File: config.mk
export PLATFORM = sky130hd
export DESIGN_NAME = dbg_brk_unit
export DESIGN_NICKNAME = d
export VERILOG_FILES = /design/src/rtl/dbg_brk_pkg.sv /design/src/rtl/dbg_ibrk_cmp.sv /design/src/rtl/dbg_dbrk_cmp.sv /design/src/rtl/dbg_first_set.sv /design/src/rtl/dbg_brk_unit.sv
export SDC_FILE = /design/constraint.sdc
export NUM_CORES = 1
export LEC_CHECK = 0
export ABC_AREA = 1
export BUFFER_PORTS_ARGS = -buffer_cell sky130_fd_sc_hd__buf_2
export CAP_MARGIN = 20
export CORE_MARGIN = 2
export CORE_UTILIZATION = 55
export CTS_CLUSTER_DIAMETER = 30
export DETAILED_ROUTE_END_ITERATION = 6
export GPL_TIMING_DRIVEN = 0
export PLACE_DENSITY_LB_ADDON = 0.2
export SLEW_MARGIN = 5
export SYNTH_ARGS = -nofsm -noshare
export SYNTH_HDL_FRONTEND = slang
export SYNTH_SLANG_ARGS = --single-unit
export TNS_END_PERCENT = 20
File: constraint.sdc
create_clock -name clk -period 2.1 [get_ports clk]
set_input_delay 0.105 -clock clk [delete_from_list [all_inputs] [get_ports clk]]
set_output_delay 0.105 -clock clk [all_outputs]
set_load 0.01 [all_outputs]
File: src/rtl/dbg_brk_pkg.sv
package dbg_brk_pkg;
    typedef enum logic [2:0] {
        SR_IBRK_EN   = 3'd0,
        SR_IBRK_ADDR = 3'd1,
        SR_DBRK_ADDR = 3'd2,
        SR_DBRK_CTRL = 3'd3,
        SR_PS        = 3'd4
    } sr_sel_e;

    localparam int PS_LVL_LSB    = 0;
    localparam int PS_LVL_W      = 4;
    localparam int PS_EXCM_BIT   = 4;
    localparam int CTL_SB_BIT    = 30;
    localparam int CTL_LB_BIT    = 31;
    localparam int CAUSE_W       = 8;
    localparam int CAUSE_IDX_LSB = 4;
    localparam int CAUSE_IDX_W   = 4;
endpackage

File: src/rtl/dbg_ibrk_cmp.sv
module dbg_ibrk_cmp #(
    parameter int XLEN = 32,
    parameter int N    = 2
) (
    input  logic                     valid,
    input  logic [XLEN-1:0]          pc,
    input  logic [N-1:0]             en,
    input  logic [N-1:0][XLEN-1:0]   addr,
    output logic [N-1:0]             hit
);
    for (genvar g = 0; g < N; g++) begin : g_ent
        assign hit[g] = valid && en[g] && (pc == addr[g]);
    end
endmodule

File: src/rtl/dbg_dbrk_cmp.sv
module dbg_dbrk_cmp #(
    parameter int XLEN   = 32,
    parameter int N      = 2,
    parameter int MASK_W = 6
) (
    input  logic                     valid,
    input  logic                     write,
    input  logic [XLEN-1:0]          addr,
    input  logic [N-1:0][XLEN-1:0]   base,
    input  logic [N-1:0][MASK_W-1:0] mask_lo,
    input  logic [N-1:0]             arm_st,
    input  logic [N-1:0]             arm_ld,
    output logic [N-1:0]             hit
);
    localparam int HI_W = XLEN - MASK_W;

    for (genvar g = 0; g < N; g++) begin : g_ent
        logic [XLEN-1:0] full_mask;
        logic            armed;
        assign full_mask = {{HI_W{1'b1}}, mask_lo[g]};
        assign armed     = write ? arm_st[g] : arm_ld[g];
        assign hit[g]    = valid && armed &&
                           ((addr & full_mask) == (base[g] & full_mask));
    end
endmodule

File: src/rtl/dbg_first_set.sv
module dbg_first_set #(
    parameter int N  = 2,
    parameter int IW = 1
) (
    input  logic [N-1:0]  req,
    output logic          any,
    output logic [IW-1:0] idx
);
    always_comb begin
        any = |req;
        idx = '0;
        for (int i = N - 1; i >= 0; i--) begin
            if (req[i]) idx = IW'(i);
        end
    end
endmodule

File: src/rtl/dbg_brk_unit.sv
module dbg_brk_unit
    import dbg_brk_pkg::*;
#(
    parameter int XLEN        = 32,
    parameter int N_IBRK      = 2,
    parameter int N_DBRK      = 2,
    parameter int MASK_W      = 6,
    parameter int DEBUG_LEVEL = 6,
    localparam int NMAX       = (N_IBRK > N_DBRK) ? N_IBRK : N_DBRK,
    localparam int IDX_W      = (NMAX > 1) ? $clog2(NMAX) : 1
) (
    input  logic                clk,
    input  logic                rst_n,
    input  logic                sr_we,
    input  logic [2:0]          sr_sel,
    input  logic [IDX_W-1:0]    sr_idx,
    input  logic [XLEN-1:0]     sr_wdata,
    input  logic                fetch_valid,
    input  logic [XLEN-1:0]     fetch_pc,
    input  logic                mem_valid,
    input  logic                mem_write,
    input  logic [XLEN-1:0]     mem_addr,
    input  logic [XLEN-1:0]     mem_pc,
    output logic [N_IBRK-1:0]   ibrk_en_o,
    output logic                dbg_hit_o,
    output logic                dbg_cancel_o,
    output logic [CAUSE_W-1:0]  dbg_cause_o,
    output logic [XLEN-1:0]     dbg_epc_o,
    output logic [XLEN-1:0]     dbg_eps_o,
    output logic [XLEN-1:0]     ps_o
);
    typedef struct packed {
        logic [N_IBRK-1:0]             ien;
        logic [N_IBRK-1:0][XLEN-1:0]   iaddr;
        logic [N_DBRK-1:0][XLEN-1:0]   daddr;
        logic [N_DBRK-1:0][MASK_W-1:0] dmask;
        logic [N_DBRK-1:0]             dst;
        logic [N_DBRK-1:0]             dld;
        logic [XLEN-1:0]               ps;
        logic [XLEN-1:0]               epc;
        logic [XLEN-1:0]               eps;
        logic [CAUSE_W-1:0]            cause;
    } state_t;

    state_t st_d, st_q;

    // Keep only the leading run of ones of the field; upper bits are ones.
    function automatic logic [MASK_W-1:0] trim_mask(input logic [MASK_W-1:0] f);
        logic run;
        run = 1'b1;
        for (int i = MASK_W - 1; i >= 0; i--) begin
            run          = run & f[i];
            trim_mask[i] = run;
        end
    endfunction

    logic [N_IBRK-1:0] i_hit;
    logic [N_DBRK-1:0] d_hit;
    logic              i_any, d_any, lvl_ok, take;
    logic [IDX_W-1:0]  i_idx, d_idx;

    dbg_ibrk_cmp #(.XLEN(XLEN), .N(N_IBRK)) u_icmp (
        .valid (fetch_valid),
        .pc    (fetch_pc),
        .en    (st_q.ien),
        .addr  (st_q.iaddr),
        .hit   (i_hit)
    );

    dbg_dbrk_cmp #(.XLEN(XLEN), .N(N_DBRK), .MASK_W(MASK_W)) u_dcmp (
        .valid   (mem_valid),
        .write   (mem_write),
        .addr    (mem_addr),
        .base    (st_q.daddr),
        .mask_lo (st_q.dmask),
        .arm_st  (st_q.dst),
        .arm_ld  (st_q.dld),
        .hit     (d_hit)
    );

    dbg_first_set #(.N(N_IBRK), .IW(IDX_W)) u_ipick (
        .req (i_hit), .any (i_any), .idx (i_idx)
    );

    dbg_first_set #(.N(N_DBRK), .IW(IDX_W)) u_dpick (
        .req (d_hit), .any (d_any), .idx (d_idx)
    );

    assign lvl_ok = st_q.ps[PS_LVL_LSB +: PS_LVL_W] < PS_LVL_W'(DEBUG_LEVEL);
    assign take   = lvl_ok && (i_any || d_any);

    always_comb begin
        st_d = st_q;
        if (sr_we) begin
            case (sr_sel)
                SR_IBRK_EN:   st_d.ien = sr_wdata[N_IBRK-1:0];
                SR_IBRK_ADDR: st_d.iaddr[sr_idx] = sr_wdata;
                SR_DBRK_ADDR: st_d.daddr[sr_idx] = sr_wdata;
                SR_DBRK_CTRL: begin
                    st_d.dmask[sr_idx] = trim_mask(sr_wdata[MASK_W-1:0]);
                    st_d.dst[sr_idx]   = sr_wdata[CTL_SB_BIT];
                    st_d.dld[sr_idx]   = sr_wdata[CTL_LB_BIT];
                end
                SR_PS:        st_d.ps = sr_wdata;
                default:      ;
            endcase
        end
        if (take) begin
            st_d.cause    = '0;
            st_d.cause[0] = i_any;
            st_d.cause[1] = d_any;
            st_d.cause[CAUSE_IDX_LSB +: CAUSE_IDX_W] =
                CAUSE_IDX_W'(d_any ? d_idx : i_idx);
            st_d.epc = d_any ? mem_pc : fetch_pc;
            st_d.eps = st_q.ps;
            st_d.ps  = st_q.ps;
            st_d.ps[PS_LVL_LSB +: PS_LVL_W] = PS_LVL_W'(DEBUG_LEVEL);
            st_d.ps[PS_EXCM_BIT] = 1'b1;
        end
    end

    always_ff @(posedge clk) begin
        if (!rst_n) st_q <= '0;
        else        st_q <= st_d;
    end

    assign ibrk_en_o    = st_q.ien;
    assign dbg_hit_o    = take;
    assign dbg_cancel_o = lvl_ok && d_any;
    assign dbg_cause_o  = st_q.cause;
    assign dbg_epc_o    = st_q.epc;
    assign dbg_eps_o    = st_q.eps;
    assign ps_o         = st_q.ps;
endmodule

After elaboration in Yosys (flattened, before gate mapping)
Cells that the tools add are included.
{"block": "word_totals", "regBits": 248, "input_bits": 138, "output_inout_bits": 108}
{"block": "op_classes", "n_lt_le_gt_ge": 3, "eq_ne": 8, "n_mux": 22, "n_bitwise": 11, "n_reduce_logical": 25}
{"op": "32-bit AND", "count": 4}
{"op": "64-bit bitwise mux", "count": 2}
{"op": "32-bit == test", "count": 4}
{"op": "77-bit 2-to-1 mux", "count": 1}
{"op": "32-bit 2-to-1 mux", "count": 2}
{"op": "32-bit demux with 1-bit select", "count": 1}
{"op": "12-bit bitwise mux", "count": 1}
{"op": "2-bit AND reduction", "count": 6}
{"op": "1-bit logical AND", "count": 11}
{"op": "5-bit 2-to-1 mux", "count": 2}
{"op": "1-bit 2-to-1 mux", "count": 8}
{"op": "6-bit demux with 1-bit select", "count": 1}
{"op": "3-bit by 2-bit == test with 1-bit output (second input constant)", "count": 2}
{"op": "6-bit 2-to-1 mux", "count": 1}
{"op": "2-bit OR reduction", "count": 3}
{"op": "1-bit AND", "count": 5}
{"op": "2-bit bitwise mux", "count": 2}
{"op": "4-bit by 3-bit < comparator with 1-bit output (second input constant)", "count": 1}
{"op": "2-bit nonzero test", "count": 2}
{"op": "3-bit by 1-bit == test with 1-bit output (second input constant)", "count": 1}
{"op": "3-bit == test (second input constant)", "count": 1}
{"op": "3-bit logical NOT", "count": 1}
{"op": "3-bit AND reduction", "count": 1}
{"op": "1-bit by 2-bit < comparator with 1-bit output (second input constant)", "count": 1}
{"op": "4 further kinds", "count": 5}

Longest topological paths before layout
Gate-level depths: netlist of the first run.
{"block": "logic_depth", "word_depth": 8, "depth_mapped": 17, "mapped_depth_nobuf": 15}

By module
A second synthesis of the first run with hierarchy kept.
{"block": "hier_totals", "cells_unflattened": 1965, "hier_area_um2": 12602.1}
{"mod": "dbg_brk_unit", "instances": 1, "cells_each": 1395, "area_per_inst_um2": 10249.8}
{"mod": "dbg_dbrk_cmp", "instances": 1, "cells_each": 298, "area_per_inst_um2": 1209.9}
{"mod": "dbg_ibrk_cmp", "instances": 1, "cells_each": 264, "area_per_inst_um2": 1112.3}
{"mod": "dbg_first_set", "instances": 2, "cells_each": 4, "area_per_inst_um2": 15.0}

Worst setup path before layout of the first run
No wires, ideal clock.
{"block": "synth_path", "kind": "register to register", "startpoint": "register st_q[215] (netlist name)", "endpoint": "register st_q, in the netlist dbg_epc_o[22]", "arrival_time_ns": 1.575, "slack_ns": 0.409, "stages_incl_launch_ff": 16, "n_path_buf": 2, "synth_period_minus_slack_ns": 1.691, "path_cell_list": "dfxtp_1 -> inv_1 -> nand2_1 -> nand2_1 -> nor3_1 -> nand2_1 -> nor2_1 -> nand3_1 -> nand2_1 -> nand2_1 -> nand2_4 -> inv_2 -> buf_6 -> buf_6 -> nor2_1 -> nor2_1"}
{"block": "synth_via", "elab_chain_len": 5}
{"item": "from (decl)", "line_no": "dbg_brk_unit.sv:45", "text": "state_t st_d, st_q;"}
{"item": "from (signal assigned)", "line_no": "dbg_brk_unit.sv:124", "text": "else st_q <= st_d;"}
{"item": "32-bit == test", "line_no": "dbg_ibrk_cmp.sv:12", "text": "assign hit[g] = valid && en[g] && (pc == addr[g]);"}
{"item": "1-bit logical AND", "line_no": "dbg_ibrk_cmp.sv:12"}
{"item": "2-bit OR reduction", "line_no": "dbg_first_set.sv:10", "text": "any = |req;"}
{"item": "1-bit logical OR", "line_no": "dbg_brk_unit.sv:90", "text": "assign take = lvl_ok && (i_any || d_any);"}
{"item": "1-bit logical AND", "line_no": "dbg_brk_unit.sv:90"}
No other way between the ends.
A chain may end at the register's enable or synchronous reset.

Worst setup path after layout of the first run
{"block": "layout_path", "startpoint": "register st_q[186] (netlist name)", "endpoint": "register st_q, in the netlist dbg_epc_o[6]"}
The elaborated chain is that of the path after synthesis.

==> metrics.md, run 1 <==
| Metric | Value |
|---|---|
| Reg2Reg Setup Slack | `-410 ps` |
| Drt first pass iters | `7` |
| Remaining Overflow, GRT | `0` |
| Post-synth EDFFs | `0` |
| RSZ-0062 raised after global routing | `true` |
| Post-layout min period | `approximately 2500 ps` |
| Post-synth top cells | `nand2_1 (470), nor2_1 (266), dfxtp_1 (245), inv_1 (245), o21ai_0 (205)` |
| Critical R2R Launch | `st_q[186]` |
| I/O Pins | `~250` |
| Via count of the first global-routing pass | `14400` |
| DR vias/cell | `around 5.6` |
| Top post-synthesis cells by area | `dfxtp_1 (38%), nand2_1 (14%), o21ai_0 (7.9%)` |
| Cell area power density | `a little over 800 nW/um2` |
| Layer carrying the most global-route usage | `met2` |
| Layout area overhead | `42.1%` |
| Final setup fails | `between 70 and 80` |
| Ys flop type | `dfxtp_1` |
| DRT Wirelength | `55.4 mm` |
| Worst slack at placement | `-418 ps` |
| IO buf count | `238` |
| CP Capture Type | `flop` |
| N_diodes | `0` |
| Multi-input combinational cell area | `about 6600 um2` |
| Rows | `56` |
| Startpoint Class | `flop` |
| Die X | `roughly 160 um` |
| Met3 usage | `0.0851` |
| CTS Buffer Depth | `3` |
| Synth warn | `0` |
| Setup CP Type | `flop to flop` |
| Synth area leader | `dfxtp_1` |
| GRT Resource Usage Total | `0.397` |
| Initial core utilization | `0.556` |
| Mean post-synth cell area | `roughly 6.5 um2` |
| Hold Crit Class | `primary input to flop` |
| WL/cell | `20.0 um` |
| Detailed-route DRC error count | `1` |
| CTS tree | `built` |
| Most used cell, CP | `nor2_1` |
| Max-cap viol count | `0` |
| Root Driver | `clkbuf_16` |
| Seq/Total Area, Yosys | `0.378` |
| Wire length of the first global-routing pass | `75.5 mm` |
| CP max-delay cell | `nor2_1` |
| Post-route insts no fill | `between 2000 and 3000` |
| Yosys reg bits | `~250` |
| Hold wc startpoint | `fetch_pc[25]` |
| Fraction of layout cells with a size suffix above 1 | `0.281` |
| Synth cell types | `30` |
| Fmax | `around 400 MHz` |
| Worst-skew pair later-pin latency | `between 500 and 600 ps` |
| Violated checks | `DRC, hold timing, setup timing` |
| # fillers | `roughly 1700` |
| Most numerous cell in the Yosys netlist | `nand2_1` |
| Vias after detailed routing | `about 15000` |
| Met1 Usage GRT | `0.454` |
| Fin Clk Skew | `approximately 18 ps` |
| Final hold violation count | `2` |
| Nets | `2545` |
| Initial antenna violation count | `0` |
| Leakage | `8.67 nW` |
| Clock transition at the registers of the reported paths | `around 50 ps` |
| Worst hold slack | `-4.71 ps` |
| Core box area | `~23000 um2` |
| Rel. slew slack | `0.277` |
| Worst setup startpoint | `st_q[186]` |
| CP top delay family | `simple AND/OR/NAND/NOR gates` |
| Max-slew violation count | `0` |
| CTS Buf Count | `between 50 and 60` |
| DRT iter0 DRCs | `around 1700` |
| Data arrival, critical path | `roughly 2900 ps` |
| Cells along the critical path | `inv_1 > nand2_1 > nand2_1 > nor2_1 > nand3_1 > nor2_1 > nand3_2 > nand2_2 > nand2_4 > nand2_8 > buf_12 > clkbuf_16 > o21ai_0 > nor2_1` |
| Cells after Synth | `between 2000 and 2500` |
| Top-area cell type share of the netlist area | `0.378` |
| Placed inst area | `14600 um2` |
| Final instance area | `between 15000 and 20000 um2` |
| Period utilization | `1.19` |
| Register area | `4930 um2` |
| Largest net degree at the start of global routing | `15` |
| Crit-path max FO | `6` |
| CP required | `roughly 2500 ps` |
| WP buf/inv | `3` |
| Clock Sinks | `roughly 250` |
| Slew @ Worst Pin | `approximately 1100 ps` |
| Post-DP HPWL | `between 30 and 40 mm` |
| Mapped cell area | `roughly 13000 um2` |
| Die height | `158 um` |
| Die area | `~25000 um2` |
| Status | `complete, but fails checks` |
| Cells after DPL | `2573` |
| Max VDD drop | `approximately 0.76 mV` |
| Post-synth ARST share | `0` |
| H-tree Lvls | `2` |
| Max incr delay on CP | `around 350 ps` |
| M2 GR Usage | `0.669` |
| Detail Route Antenna Nets | `0` |
| GP Congestion | `a little under 1` |
| Fin worst setup slack | `-407 ps` |
==> what timing repair did <==
item | 4_1_cts | 5_1_grt
pin swaps | 19 | 68
setup buffers | 9 | 11
hold endpoints to repair | 125 | 0
hold buffers | 70 | 0
gates resized for setup | 57 | 253
gates cloned | 0 | 8
endpoints found under the setup margin | 101 | 125
==> worst paths after layout <==
path,cells past startpoint,endpoint
worst max-delay path,14,dbg_epc_o[6]
worst min-delay path,5,dbg_epc_o[25]
worst max register to register,14,dbg_epc_o[6]
worst min register to register,2,dbg_eps_o[3]
==> sequential cells by signal, summed over array words and instances (netlist names) <==
register     flops
ps_o            32
dbg_eps_o       32
dbg_cause_o      3
dbg_epc_o       32
ibrk_en_o        2
st_q           144
==> layout by cell type (no fill, tap or decap), drive strengths merged, types with 3 or more instances in the layout <==
cell / count
conb: 5
nand4: 68
a21oi: 154
dfxtp: 245
nand3: 82
nor2: 266
xnor2: 31
clkbuf: 147
bufinv: 8
clkinv: 17
clkinvlp: 5
a211oi: 3
nand2: 473
buf: 382
dlygate4sd3: 70
inv: 258
nor3: 12
o21ai: 207
nand3b: 3
xor2: 4
==> report_power, final <==
part | total [mW] | internal [mW] | switching [mW]
registers | 4.81 | 4.74 | 0.0628
clock network | 8.72 | 6.01 | 2.71
logic | 1.37 | 0.496 | 0.871
==> cell type report <==
type                    instances  share of cell area
well taps                     319              0.0216
plain buffers                 193              0.0722
repair buffers                336               0.125
clock inverters                25              0.0192
multi-input cells            1314               0.358
flip-flops and latches        245               0.267
inverters                     263              0.0541
clock buffers                  70              0.0825
==> cells by family after synthesis <==
group	synth area share
flops	0.378
compound gates	0.143
simple gates	0.287
xor+xnor	0.0236
buf+inv	0.168
other cells	0.000289
==> per-stage QoR <==
stage          total power, mW  hold WS, ps   util  setup TNS, ps
2_1_floorplan             5.47          240      -              0
3_3_place_gp              5.98          420  0.625         -27130
3_5_place_dp              6.00          426  0.625         -31340
4_1_cts                   14.7         4.38  0.749           -255
5_1_grt                   15.2         16.2  0.790         -16100
6_report                  14.9        -4.71  0.790          -7550
==> metal layers <==
metal / vias up / routed length (um)
li1: 7072 / -
met1: 7076 / 19900
met2: 993 / 25600
met3: 276 / 5710
met4: 0 / 4200
met5: - / 0
==> tightest hold or removal path, cell delays in order <==
cell	delay (ps)
buf_2	120
inv_2	60
o21ai_1	130
nor2_1	50
nor2_1	60
No activity file was read; power rests on OpenSTA's default activity.
==> run 2, diff against run 1 <==
==> constraint.sdc (replaced) <==
create_clock -name clk -period 2.1 [get_ports clk]
set_input_delay 0.42 -clock clk [delete_from_list [all_inputs] [get_ports clk]]
set_output_delay 0.42 -clock clk [all_outputs]
set_load 0.01 [all_outputs]
==> run 2 against run 1 <==
The flow finishes with violations (setup timing); critical path depth shrank 4; count of clock-buffer cells in the layout did not move; first-iteration DRC count decreased by 14%; die area unchanged; final area decreased by 3.9%; core utilization shrank 3.1 points; setup slack worse by 130 ps; worst hold slack better by 200 ps; clock power about the same; sequential power is essentially flat; combinational power down 10%; sequential share of layout area increased by 1.1 points.
==> metrics.md, run 2 (synthesis gave the netlist of run 1 again) <==
| Metric | Value |
|---|---|
| Layout area overhead | `36.5% (was 42.1%)` |
| Rows | `56 (unchanged)` |
| Fin worst setup slack | `-537 ps (was -407 ps)` |
| Initial antenna violation count | `0 (unchanged)` |
| Commonest non-fill, non-tap cells in the layout | `nand2_1 (431), buf_2 (240), inv_1 (237) (was nand2_1 (424), buf_2 (238), inv_1 (237))` |
| CP top delay family | `simple AND/OR/NAND/NOR gates (unchanged)` |
| Slew @ Worst Pin | `1170 ps (was 1080 ps)` |
| Reg2Reg Setup Slack | `-380 ps (was -410 ps)` |
| Cells on worst reg2reg path | `20 (was 14)` |
| CTS tree | `built (unchanged)` |
| Max-cap viol count | `0 (unchanged)` |
| Via count of the first global-routing pass | `13400 (was 14400)` |
| I/O Pins | `246 (unchanged)` |
| Remaining Overflow, GRT | `0 (unchanged)` |
| Largest net degree at the start of global routing | `15 (unchanged)` |
| Hold depth | `5 (unchanged)` |
| WP buf/inv | `1 (was 3)` |
| DRT iter0 DRCs | `1465 (was 1696)` |
| Leakage | `8.38 nW (was 8.67 nW)` |
| RSZ-0062 raised after global routing | `true (unchanged)` |
| Fmax | `379 MHz (was 399 MHz)` |
| Highest metal used | `met4 (unchanged)` |
| CP Capture Type | `primary output (was flop)` |
| Drt first pass iters | `6 (was 7)` |
| CTS Hold Bufs | `0 (was 70)` |
| Max VDD drop | `0.738 mV (was 0.759 mV)` |
| Vias after detailed routing | `14900 (was 15400)` |
| GP Congestion | `0.973 (unchanged)` |
| Worst-skew pair later-pin latency | `570 ps (about the same)` |
| Root Driver | `clkbuf_16 (unchanged)` |
| Wire length on met1 | `19.2 mm (was 19.9 mm)` |
| Die area | `24800 um2 (unchanged)` |
| Multi-input combinational cell area | `6520 um2 (was 6610 um2)` |
| Cell area power density | `834 nW/um2 (was 808 nW/um2)` |
| Die height | `158 um (unchanged)` |
| CTS Buffer Depth | `3 (unchanged)` |
| WL/cell | `19.1 um (was 20.0 um)` |
| Most common cell after layout, fill and taps aside | `nand2_1 (unchanged)` |
| Clock Sinks | `245 (unchanged)` |
| Nets | `2481 (was 2545)` |
| Fraction of layout cells with a size suffix above 1 | `0.284 (was 0.281)` |
| Fin Clk Skew | `19.4 ps (was 17.6 ps)` |
| CP required | `1680 ps (was 2520 ps)` |
| Detailed-route DRC error count | `0 (was 1)` |
| Routed met3 length | `4.95 mm (was 5.71 mm)` |
| Worst hold slack | `190 ps (was -4.71 ps)` |
| Startpoint Class | `flop (unchanged)` |
| Data arrival, critical path | `2220 ps (was 2930 ps)` |
| Violated checks | `setup timing (was DRC, hold timing, setup timing)` |
| Rel. slew slack | `0.219 (was 0.277)` |
| Max-slew violation count | `0 (unchanged)` |
| Post-DP HPWL | `36.6 mm (unchanged)` |
| DR vias/cell | `5.51 (was 5.58)` |
| Core box area | `23300 um2 (unchanged)` |
| CTS Buf Count | `54 (unchanged)` |
| Routed length on met2 | `24.3 mm (was 25.6 mm)` |
| Detail Route Antenna Nets | `0 (unchanged)` |
| Final hold violation count | `0 (was 2)` |
| Setup CP Type | `flop to primary output (was flop to flop)` |
| IO buf count | `238 (unchanged)` |
| CP max-delay cell | `dfxtp_1 (was nor2_1)` |
| Wire length of the first global-routing pass | `71.2 mm (was 75.5 mm)` |
| Period utilization | `1.26 (was 1.19)` |
| Post-Route Utilization | `0.759 (was 0.790)` |
| Hold wc startpoint | `mem_pc[18] (was fetch_pc[25])` |
| GRT Resource Usage Total | `0.376 (was 0.397)` |
| Status | `complete, but fails checks (unchanged)` |
| Hold Crit Class | `primary input to flop (unchanged)` |
| Crit-path max FO | `2 (was 6)` |
| Worst setup startpoint | `st_q[181] (was st_q[186])` |
| Clock transition at the registers of the reported paths | `50 ps (about the same)` |
| Hold endpoint | `dbg_epc_o[18] (was dbg_epc_o[25])` |
| Initial core utilization | `0.556 (unchanged)` |
| Critical R2R Launch | `st_q[122] (was st_q[186])` |
| Post-layout min period | `2640 ps (was 2510 ps)` |
| Most flops, register | `st_q (unchanged)` |
| Die X | `158 um (unchanged)` |
| Register area | `4930 um2 (about the same)` |
| FF-to-FF End | `dbg_cause_o[4] (was dbg_epc_o[6])` |
| Max incr delay on CP | `310 ps (was 350 ps)` |
| Largest register FFs | `144 (unchanged)` |
| DRT Wirelength | `51.6 mm (was 55.4 mm)` |
| # fillers | `1853 (was 1702)` |
| Cells along the critical path | `nand2_1 > nand3_1 > nor3b_2 > nand2_1 > nor2_2 > nand2_1 > nand2_2 > nand2_2 > nand2_2 > buf_6 (was inv_1 > nand2_1 > nand2_1 > nor2_1 > nand3_1 > nor2_1 > nand3_2 > nand2_2 > nand2_4 > nand2_8 > buf_12 > clkbuf_16 > o21ai_0 > nor2_1)` |
| Final setup fails | `49 (was 78)` |
| H-tree Lvls | `2 (unchanged)` |
run 2: cell types whose count changed in the layout (fill, tap and decap cells not counted), sizes merged:
cell | before | now
clkbuf | 147 | 146
dlygate4sd3 | 70 | 0
buf | 382 | 389
diode | 0 | 1
run 2: report_power, final:
part / leakage [nW] / total [mW] / switching, mW / internal [mW]
registers: 1.99 / 4.81 / 0.0626 / 4.74
clock network: 0.919 / 8.73 / 2.72 / 6.01
logic: 5.47 / 1.23 / 0.828 / 0.405
run 2: per-stage QoR:
step | TNS, ps | cell area [um2] | setup WS, ps | instances | power (mW)
floorplan | 0 | 13000 | 319 | 2016 | 5.47
global placement | -70900 | 14600 | -595 | 2573 | 5.98
detailed placement | -81670 | 14600 | -620 | 2573 | 6.00
CTS | -25360 | 16700 | -456 | 2679 | 14.6
global route | -9120 | 17700 | -552 | 2701 | 15.1
finish | -3910 | 17700 | -537 | 2702 | 14.8
run 2: worst register-to-register path, cell delays in order (launching register included):
cell and delay (ps):
dfxtp_2 350, nand2_2 50, nand2_1 60, nor2_1 50, nor2_2 180, nand3_1 100
nand3b_1 180, nor2_2 110, nand2_2 90, buf_4 140, buf_6 100, buf_6 100
buf_4 130, buf_4 120, buf_4 120, buf_4 120, buf_4 120, nand2_2 60
a21oi_2 60, nand2_1 80, nand2_1 50
run 2: worst max path at each step:
| stage | to | slack [ps] | cells after the start |
|---|---|---|---|
| 4_1_cts | dbg_hit_o | -460 | 12 |
| 3_5_place_dp | dbg_epc_o[23] | -620 | 16 |
| 3_3_place_gp | dbg_epc_o[2] | -590 | 13 |
| 5_1_grt | dbg_hit_o | -550 | 13 |
| 2_1_floorplan | dbg_epc_o[22] | 320 | 14 |
| 6_report | dbg_hit_o | -540 | 10 |
run 2: timing repair:
action	CTS	global route
cloned	0	11
buffers inserted	11	13
setup endpoints to repair	101	113
resized for setup	28	267
pin swaps	9	67
run 2: final cells by class:
cell class | count | share of cell area
multi-input combinational | 1314 | 0.368
sequential | 245 | 0.278
timing repair buffer | 271 | 0.0930
clock buffer | 70 | 0.0859
buffer | 194 | 0.0754
inverter | 263 | 0.0564
tap | 319 | 0.0225
clock inverter | 25 | 0.0200
antenna | 1 | 0.000141
run 2: per-layer routing:
| layer | GRT usage | vias up |
|---|---|---|
| met2 | 0.634 | 865 |
| met4 | 0.213 | 0 |
| met1 | 0.447 | 6862 |
| li1 | - | 6955 |
| met3 | 0.0725 | 216 |
| met5 | 0 | - |
==> run 3, diff against run 2 <==
--- a/config.mk
+++ b/config.mk
@@ -10,10 +10,11 @@
 export CAP_MARGIN = 20
 export CORE_MARGIN = 2
 export CORE_UTILIZATION = 55
+export CTS_BUF_LIST = sky130_fd_sc_hd__clkbuf_8
 export CTS_CLUSTER_DIAMETER = 30
 export DETAILED_ROUTE_END_ITERATION = 6
 export GPL_TIMING_DRIVEN = 0
-export PLACE_DENSITY_LB_ADDON = 0.2
+export PLACE_DENSITY_LB_ADDON = 0.08
 export SLEW_MARGIN = 5
 export SYNTH_ARGS = -nofsm -noshare
 export SYNTH_HDL_FRONTEND = slang
==> run 3 against run 2 <==
The flow still finishes with violations (setup timing); wire length is 9.7% lower; sequential power hardly changed; core utilization is 6.2 points lower; sequential share of layout area is 2.4 points higher; sequential cell count stayed put; combinational power is 5% lower; non-clock buffer count is 22 lower; maximum frequency is 4.4% higher; die area stayed put; total power is 18% lower.
==> metrics.md, run 3 (synthesis gave the netlist of run 1 again) <==
| Metric | Value |
|---|---|
| Status | `complete, but fails checks (unchanged)` |
| Violated checks | `setup timing (unchanged)` |
| Startpoint Class | `flop (unchanged)` |
| Final hold violation count | `0 (unchanged)` |
| Layer carrying the most global-route usage | `met2 (unchanged)` |
| RSZ-0062 raised after global routing | `true (unchanged)` |
| M2 GR Usage | `0.611 (was 0.634)` |
| I/O Pins | `246 (unchanged)` |
| Data arrival, critical path | `2110 ps (was 2220 ps)` |
| DRT Wirelength | `46.6 mm (was 51.6 mm)` |
| DR vias/cell | `5.27 (was 5.51)` |
| IO buf count | `238 (unchanged)` |
| Clock transition at the registers of the reported paths | `50 ps (about the same)` |
| Remaining Overflow, GRT | `0 (unchanged)` |
| Worst slack at placement | `-601 ps (was -620 ps)` |
| FF-to-FF End | `dbg_cause_o[4] (unchanged)` |
| Cell area power density | `744 nW/um2 (was 834 nW/um2)` |
| Layout area overhead | `25.4% (was 36.5%)` |
| Rows | `56 (unchanged)` |
| Root Driver | `clkbuf_8 (was clkbuf_16)` |
| Final setup fails | `64 (was 49)` |
| Die area | `24800 um2 (unchanged)` |
| Fin worst setup slack | `-427 ps (was -537 ps)` |
| Fraction of layout cells with a size suffix above 1 | `0.234 (was 0.284)` |
| CTS tree | `built (unchanged)` |
| Post-DP HPWL | `36.0 mm (was 36.6 mm)` |
| N_diodes | `0 (was 1)` |
| GP Congestion | `1.02 (was 0.973)` |
| Setup CP Type | `flop to primary output (unchanged)` |
| GRT Resource Usage Total | `0.367 (was 0.376)` |
| Met3 usage | `0.0668 (was 0.0725)` |
| Detailed-route DRC error count | `0 (unchanged)` |
| Hold Crit Class | `primary input to flop (unchanged)` |
| CTS Buf Count | `55 (was 54)` |
| CP Capture Type | `primary output (unchanged)` |
| Max VDD drop | `0.755 mV (was 0.738 mV)` |
| Met1 Usage GRT | `0.452 (was 0.447)` |
| CTS Hold Bufs | `0 (unchanged)` |
| Largest net degree at the start of global routing | `15 (unchanged)` |
| Post-layout min period | `2530 ps (was 2640 ps)` |
| Reg2Reg Setup Slack | `-310 ps (was -380 ps)` |
| Cells on worst reg2reg path | `18 (was 20)` |
| Post-Route Utilization | `0.698 (was 0.759)` |
| Worst setup startpoint | `st_q[220] (was st_q[181])` |
| Detail Route Antenna Nets | `0 (unchanged)` |
| Hold endpoint | `dbg_epc_o[18] (unchanged)` |
| Via count of the first global-routing pass | `13200 (was 13400)` |
| Clock Sinks | `245 (unchanged)` |
| Worst-skew pair later-pin latency | `600 ps (was 570 ps)` |
| Most common cell after layout, fill and taps aside | `nand2_1 (unchanged)` |
| Largest register FFs | `144 (unchanged)` |
| Period utilization | `1.20 (was 1.26)` |
| CTS Buffer Depth | `3 (unchanged)` |
| Wire length of the first global-routing pass | `69.6 mm (was 71.2 mm)` |
| Vias after detailed routing | `14100 (was 14900)` |
| Max-cap viol count | `0 (unchanged)` |
| CP required | `1680 ps (about the same)` |
| Most flops, register | `st_q (unchanged)` |
| Nets | `2460 (was 2481)` |
| Drt first pass iters | `6 (unchanged)` |
| Die X | `158 um (unchanged)` |
| Crit-path max FO | `2 (unchanged)` |
| Hold wc startpoint | `mem_pc[18] (unchanged)` |
| Rel. slew slack | `0.400 (was 0.219)` |
| Critical R2R Launch | `st_q[152] (was st_q[122])` |
| Fin Setup TNS | `-5820 ps (was -3910 ps)` |
| DRT iter0 DRCs | `1148 (was 1465)` |
| Fin Clk Skew | `32.5 ps (was 19.4 ps)` |
| Max-slew violation count | `0 (unchanged)` |
| Initial core utilization | `0.556 (unchanged)` |
| Fmax | `396 MHz (was 379 MHz)` |
| Power consumption | `12.1 mW (was 14.8 mW)` |
| WL/cell | `17.4 um (was 19.1 um)` |
| Initial antenna violation count | `0 (unchanged)` |
| Core box area | `23300 um2 (unchanged)` |
| Die height | `158 um (unchanged)` |
| Slew @ Worst Pin | `900 ps (was 1170 ps)` |
| Leakage | `7.92 nW (was 8.38 nW)` |
| Hold depth | `5 (unchanged)` |
| Commonest non-fill, non-tap cells in the layout | `nand2_1 (454), nor2_1 (256), inv_1 (250) (was nand2_1 (431), buf_2 (240), inv_1 (237))` |
| H-tree Lvls | `2 (unchanged)` |
## run 3: repair_timing
item	4_1_cts	5_1_grt
setup endpoints to repair	101	101
hold endpoints to repair	0	0
setup buffers	10	1
gates resized for setup	57	41
pin swaps	20	20
## run 3: area by class of cell
type                    instances  area (um2)
fillers                      2158        7060
multi-input cells            1314        6170
flip-flops and latches        245        4920
repair buffers                249        1300
plain buffers                 194        1220
inverters                     263         987
clock buffers                  65         895
well taps                     319         399
clock inverters                34         382
## run 3: how the worst max path moves through the flow
stage | endpoint | slack (ps)
after floorplan | dbg_epc_o[22] | 320
after global placement | dbg_epc_o[2] | -600
after detailed placement | dbg_eps_o[18] | -600
after CTS | dbg_hit_o | -440
after global routing | dbg_hit_o | -490
final | dbg_hit_o | -430
## run 3: metal layers
metal	routed length [um]	share of wire
met2	21800	0.47
met1	18600	0.40
met5	0	0
met4	2300	0.049
met3	3890	0.083
## run 3: per-stage QoR
step	hold slack (ps)	instances	cell area [um2]
global route	169	2683	16300
floorplan	409	2016	13000
CTS	148	2682	16200
detailed placement	426	2573	14600
finish	157	2683	16300
global placement	421	2573	14600
## run 3: report_power, final
| group | switching [mW] | internal, mW |
|---|---|---|
| Combinational | 0.781 | 0.393 |
| Clock | 2.33 | 3.82 |
| Sequential | 0.0563 | 4.73 |
| Total | 3.17 | 8.94 |
## run 3: critical path, cell delays in order, from the launching register on
cell      delay, ps
dfxtp_1         340
xnor2_1         370
nand3_1         130
nand3b_1        210
o21ai_2         160
nand2_1         100
nand2_2         120
buf_6           100
